--- src/rtl/i2c_slave_tx.sv ---
module i2c_slave_tx (
  input  logic       clk,
  input  logic       rst_n,
  input  logic       scl_in,
  input  logic       sda_in,
  output logic       scl_drv_low,
  output logic       sda_drv_low,
  input  logic [6:0] own_addr,
  input  logic       ack_level,
  input  logic [7:0] tx_wdata,
  input  logic       tx_wr,
  input  logic       tend_clr,
  input  logic       tx_mode_clr,
  input  logic       rx_rd,
  output logic [7:0] rx_data,
  output logic       tx_mode,
  output logic       tdre,
  output logic       tend,
  output logic       nack
);

  typedef enum logic [2:0] {S_IDLE, S_ADDR, S_AACK, S_TX, S_MACK, S_HOLD, S_SKIP} st_t;

  st_t        st;
  logic [1:0] scl_q, sda_q;
  logic       scl_p, sda_p;
  logic [7:0] hold_reg, shf, rsh;
  logic [3:0] bcnt;

  wire scl_s = scl_q[1];
  wire sda_s = sda_q[1];
  wire start = scl_s & scl_p & sda_p & ~sda_s;
  wire stop  = scl_s & scl_p & ~sda_p & sda_s;
  wire rise  = scl_s & ~scl_p;
  wire fall  = ~scl_s & scl_p;
  wire hit   = (rsh[7:1] == own_addr);

  always_ff @(posedge clk or negedge rst_n) begin
    if (!rst_n) begin
      scl_q <= 2'b11;
      sda_q <= 2'b11;
      scl_p <= 1'b1;
      sda_p <= 1'b1;
    end else begin
      scl_q <= {scl_q[0], scl_in};
      sda_q <= {sda_q[0], sda_in};
      scl_p <= scl_s;
      sda_p <= sda_s;
    end
  end

  always_ff @(posedge clk or negedge rst_n) begin
    if (!rst_n) begin
      st          <= S_IDLE;
      hold_reg    <= '0;
      shf         <= '0;
      rsh         <= '0;
      bcnt        <= '0;
      rx_data     <= '0;
      tx_mode     <= 1'b0;
      tdre        <= 1'b1;
      tend        <= 1'b0;
      nack        <= 1'b0;
      sda_drv_low <= 1'b0;
      scl_drv_low <= 1'b0;
    end else begin
      if (tend_clr)    tend    <= 1'b0;
      if (tx_mode_clr) tx_mode <= 1'b0;

      if (start) begin
        st          <= S_ADDR;
        bcnt        <= '0;
        sda_drv_low <= 1'b0;
        scl_drv_low <= 1'b0;
      end else if (stop) begin
        st          <= S_IDLE;
        tx_mode     <= 1'b0;
        sda_drv_low <= 1'b0;
        scl_drv_low <= 1'b0;
      end else begin
        case (st)
          S_ADDR: begin
            if (rise) begin
              rsh  <= {rsh[6:0], sda_s};
              bcnt <= bcnt + 4'd1;
            end else if (fall && bcnt == 4'd8) begin
              if (hit) begin
                rx_data     <= rsh;
                tx_mode     <= rsh[0];
                nack        <= 1'b0;
                sda_drv_low <= ~ack_level;
                st          <= S_AACK;
              end else begin
                st <= S_SKIP;
              end
            end
          end
          S_AACK: begin
            if (fall) begin
              sda_drv_low <= 1'b0;
              if (!tx_mode) begin
                st <= S_SKIP;
              end else if (!tdre) begin
                shf         <= hold_reg;
                tdre        <= 1'b1;
                sda_drv_low <= ~hold_reg[7];
                bcnt        <= '0;
                st          <= S_TX;
              end else begin
                scl_drv_low <= 1'b1;
                st          <= S_HOLD;
              end
            end
          end
          S_TX: begin
            if (fall) begin
              if (bcnt == 4'd7) begin
                sda_drv_low <= 1'b0;
                st          <= S_MACK;
              end else begin
                shf         <= {shf[6:0], 1'b0};
                sda_drv_low <= ~shf[6];
                bcnt        <= bcnt + 4'd1;
              end
            end
          end
          S_MACK: begin
            if (rise) begin
              nack <= sda_s;
            end else if (fall) begin
              if (tdre) tend <= 1'b1;
              if (nack) begin
                st <= S_SKIP;
              end else if (!tdre) begin
                shf         <= hold_reg;
                tdre        <= 1'b1;
                sda_drv_low <= ~hold_reg[7];
                bcnt        <= '0;
                st          <= S_TX;
              end else begin
                scl_drv_low <= 1'b1;
                st          <= S_HOLD;
              end
            end
          end
          S_HOLD: begin
            if (tx_wr) begin
              shf         <= tx_wdata;
              sda_drv_low <= ~tx_wdata[7];
              bcnt        <= '0;
              scl_drv_low <= 1'b0;
              st          <= S_TX;
            end else if (!tx_mode && rx_rd) begin
              scl_drv_low <= 1'b0;
              st          <= S_IDLE;
            end
          end
          default: ;
        endcase
      end

      if (tx_wr && st != S_HOLD) begin
        hold_reg <= tx_wdata;
        tdre     <= 1'b0;
      end
    end
  end

  p_sda_scl_low_r5: assert property (@(posedge clk) disable iff (!rst_n)
    !$stable(sda_drv_low) |-> !$past(scl_s));

  p_hold_empty_r7: assert property (@(posedge clk) disable iff (!rst_n)
    scl_drv_low |-> tdre);

  p_tend_empty_r6: assert property (@(posedge clk) disable iff (!rst_n)
    $rose(tend) |-> tdre);

  p_stop_idle_r10: assert property (@(posedge clk) disable iff (!rst_n)
    stop |=> (!tx_mode && !scl_drv_low && !sda_drv_low));

  p_wr_fills_r4: assert property (@(posedge clk) disable iff (!rst_n)
    (tx_wr && !scl_drv_low) |=> !tdre);

  p_nack_quiet_r8: assert property (@(posedge clk) disable iff (!rst_n)
    (st == S_SKIP) |-> (!sda_drv_low && !scl_drv_low));

endmodule

--- config.mk ---
export PLATFORM = sky130hd
export DESIGN_NAME = i2c_slave_tx
export DESIGN_NICKNAME = d
export VERILOG_FILES = /design/src/rtl/i2c_slave_tx.sv
export SDC_FILE = /design/constraint.sdc
export NUM_CORES = 1
export LEC_CHECK = 0
export BUFFER_PORTS_ARGS = -buffer_cell sky130_fd_sc_hd__buf_4
export CELL_PAD_IN_SITES_DETAIL_PLACEMENT = 1
export CELL_PAD_IN_SITES_GLOBAL_PLACEMENT = 1
export CORE_MARGIN = 1
export CORE_UTILIZATION = 49
export DETAILED_ROUTE_END_ITERATION = 8
export PLACE_DENSITY = 0.93
export SLEW_MARGIN = 25
export SYNTH_ARGS = -nofsm -noshare
export SYNTH_HDL_FRONTEND = slang
export SYNTH_SLANG_ARGS = --single-unit
export TNS_END_PERCENT = 20
--- constraint.sdc ---
create_clock -name clk -period 3.68 [get_ports clk]
set_clock_uncertainty 0.1 [all_clocks]
set_input_delay 0.736 -clock clk [delete_from_list [all_inputs] [get_ports clk]]
set_output_delay 0.736 -clock clk [all_outputs]
set_load 0.01 [all_outputs]
==> run metrics <==
result of the run complete, no violations; number of global-route vias before repair 2373; overall die width roughly 76 µm; highest cell delay on the worst timing path approximately 0.9 ns; Hold Path Class reg -> reg; diodes inserted 0; endpoints failing setup 0; First-pass DRT Iterations 4; Routed WL per cell 22.1 µm; Max VDD drop around 0.00029 V; worst path required time roughly 3.8 ns; estimated wirelength of the detail-placed design between 5000 and 6000 µm; mean post-synth cell area between 10 and 15 µm²; most used flip-flop cell after synthesis dfrtp_1; total of max-cap violations 0; cell depth of the worst min-delay path 0; critical path cell sequence nor3b_2, nand3_1, nor3_4, o21ai_1, a32o_1; Initial Util 0.521; floorplan die area 5840 µm²; clock tree from TritonCTS done; reg-to-reg startpoint st[0]; number of max-slew violations in the final report 0; number of endpoints with negative hold slack in the final report 0; Synth top cells by count dfrtp_1, mux2_2, a21oi_1, inv_1, nand2_1; synthesized instance count around 250; depth of the most critical reg-to-reg path 5; CP arrival around 2.8 ns; sink count of the clock tree 50; routed wire length roughly 8000 µm; upper clock frequency limit 367 MHz; largest net degree at the start of global routing between 50 and 60; first-pass GRT wire length between 10000 and 15000 µm; register share of total power 0.432; slowest stage cell, crit path dfrtp_1; number of buffers added for setup after CTS 0; proportion of netlist area held by the largest area contributor 0.396; fin nets 309; remaining routing DRC violations 0; Post-Syn Area between 2000 and 3000 µm²; area after detailed placement 3040 µm²; CTS Buf Count 5; synthesis-stage register bit count 50; unrepaired setup endpoints after global routing no; DR vias ~2200; internal power ~1.1 mW; initial antenna violation count 0; clock period minus final worst setup slack around 2.7 ns; overall overflow remaining after global route 0; startpoint of the lowest-slack hold path scl_q[0]; filler cell count in the final layout roughly 560; Total GRT Usage 0.288; fraction of registers with async set or reset after synthesis 1.00; Yosys cell types ~60; share of power burned in the clock network 0.225; Sw Ratio 0.375; root cell of the clock tree clkbuf_8; Detail Route Antenna Nets 0; cell taking the most area after synthesis dfrtp_1; measured slew at the worst slew-check pin 0.839 ns; leakage component of the power between 1 and 1.5 nW; Core Box Area 5200 µm²; register-to-register setup slack approximately 0.95 ns; number of top-level design ports 38; number of hold-repair buffers added at the cts stage 0; number of placed cells counting well taps about 350; summed negative setup slack over all endpoints 0 ns; count of flip-flops with a built-in enable after synthesis 0; number of levels the H-tree was split into 2; Longest Clk Path Bufs 2; cells resized by post-CTS repair 0; DR vias/cell between 6 and 7; fraction of the cycle the final worst path needs 0.741; clock latency on the worst-skew pair around 0.31 ns; switching power around 0.68 mW; post-synthesis net count 271; fraction of layout cells with a size suffix above 1 0.338; port bufs 37; headroom to the max-slew limit 0.441; power consumption 1.82 mW; power density of the placed cells about 580 nW/µm²; category of the critical setup timing path reg -> reg; clock-pin slew reported for the worst setup and hold paths after clock tree synthesis 0.10 ns; Yosys warning count 0; final design area excluding fillers between 3000 and 4000 µm²; cell types with the largest area share after synthesis dfrtp_1, mux2_2, dfstp_2, mux2i_1, a21oi_1; Max FO, Critical Path 22; startpoint type of the worst setup path register; destination of the worst register-to-register timing path tx_mode; nature of the critical path endpoint register; fraction of power consumed by combinational cells 0.343; height of the chip between 70 and 80 µm; sequential cell area fraction in the yosys report 0.464; final weighted congestion in routability-driven placement between 0.9 and 1; post-route insts no fill 354; FP Rows 26; initial drt markers 230; area growth from synthesis to layout 16.2%; Worst Hold End scl_q[1]; most common cell in the netlist dfrtp_1
==> per-layer routing <==
metal / wire (µm) / vias to the layer above / track usage
met1: 3240 / 1110 / 0.381
met4: 180 / 0 / 0.117
met5: 0 / - / 0.0182
met2: 3950 / 97 / 0.470
li1: - / 970 / -
met3: 444 / 18 / 0.0431
==> logic make-up (layout without fill, tap and decap cells) <==
| kind of cell | after synthesis | after routing | share of synthesized area |
|---|---|---|---|
| AO/OA/AOI/OAI | 59 | 59 | 0.169 |
| XOR/XNOR | 8 | 8 | 0.0258 |
| adder cells (fa/ha/maj) | 2 | 2 | 0.00922 |
| buffers and inverters | 25 | 64 | 0.0433 |
| flip-flops | 50 | 50 | 0.464 |
| multiplexers | 35 | 35 | 0.142 |
| AND/OR/NAND/NOR | 66 | 66 | 0.146 |
==> power groups by stage <==
stage          clock, mW  sequential (mW)  combinational (mW)
2_1_floorplan          0            0.735               0.456
3_3_place_gp           0            0.776               0.560
4_1_cts            0.413            0.781               0.617
3_5_place_dp           0            0.786               0.597
6_report           0.409            0.784               0.623
5_1_grt            0.426            0.800               0.681
==> metrics by stage <==
| stage | hold slack, ns | setup WS [ns] | utilization |
|---|---|---|---|
| final | 0.265 | 0.954 | 0.606 |
| after global routing | 0.270 | 0.799 | 0.606 |
| after CTS | 0.266 | 0.977 | 0.606 |
| after detailed placement | 0.251 | 1.06 | 0.583 |
| after global placement | 0.245 | 1.18 | 0.583 |
| after floorplan | 0.245 | 1.64 | - |
==> how the worst max path moves through the flow <==
| stage | to | from | slack (ns) | cells after the start |
|---|---|---|---|---|
| floorplan | st[1] | rx_rd | 1.64 | 4 |
| global placement | hold_reg[5] | st[0] | 1.18 | 4 |
| detailed placement | hold_reg[0] | st[0] | 1.06 | 4 |
| CTS | tx_mode | st[0] | 0.98 | 5 |
| global route | hold_reg[0] | st[0] | 0.80 | 4 |
| finish | tx_mode | st[0] | 0.95 | 5 |
==> layout make-up <==
type                            count  area [µm²]  area share
Tap cell                           70        87.6      0.0278
Clock inverter                      3        48.8      0.0155
Sequential cell                    50        1260       0.399
Timing Repair Buffer               38         285      0.0904
Clock buffer                        5        68.8      0.0218
Inverter                           18        67.6      0.0214
Multi-Input combinational cell    170        1340       0.424
==> placed cells by master (no fill, tap or decap), types with 2 or more instances in the layout <==
| master | instances |
|---|---|
| a211oi_1 | 2 |
| a21boi_0 | 2 |
| a21oi_1 | 17 |
| a221o_1 | 2 |
| a22o_1 | 7 |
| a31oi_1 | 2 |
| and3b_1 | 2 |
| buf_4 | 38 |
| clkbuf_8 | 5 |
| dfrtp_1 | 43 |
| dfstp_2 | 7 |
| ha_1 | 2 |
| inv_1 | 17 |
| mux2_2 | 25 |
| mux2i_1 | 9 |
| nand2_1 | 13 |
| nand2b_1 | 2 |
| nand3_1 | 5 |
| nand3b_1 | 2 |
| nand4_1 | 4 |
| nor2_1 | 12 |
| nor2b_1 | 3 |
| nor3_1 | 3 |
| o211ai_1 | 4 |
| o21ai_0 | 8 |
| o21ai_1 | 2 |
| or2_2 | 3 |
| xnor2_1 | 8 |
==> critical path: cells and delay by family (launching register included) <==
| family | cells | cell delay [ns] |
|---|---|---|
| flops | 1 | 0.90 |
| compound gates | 2 | 0.46 |
| simple gates | 3 | 1.14 |
(Power assumes the default switching activity.)
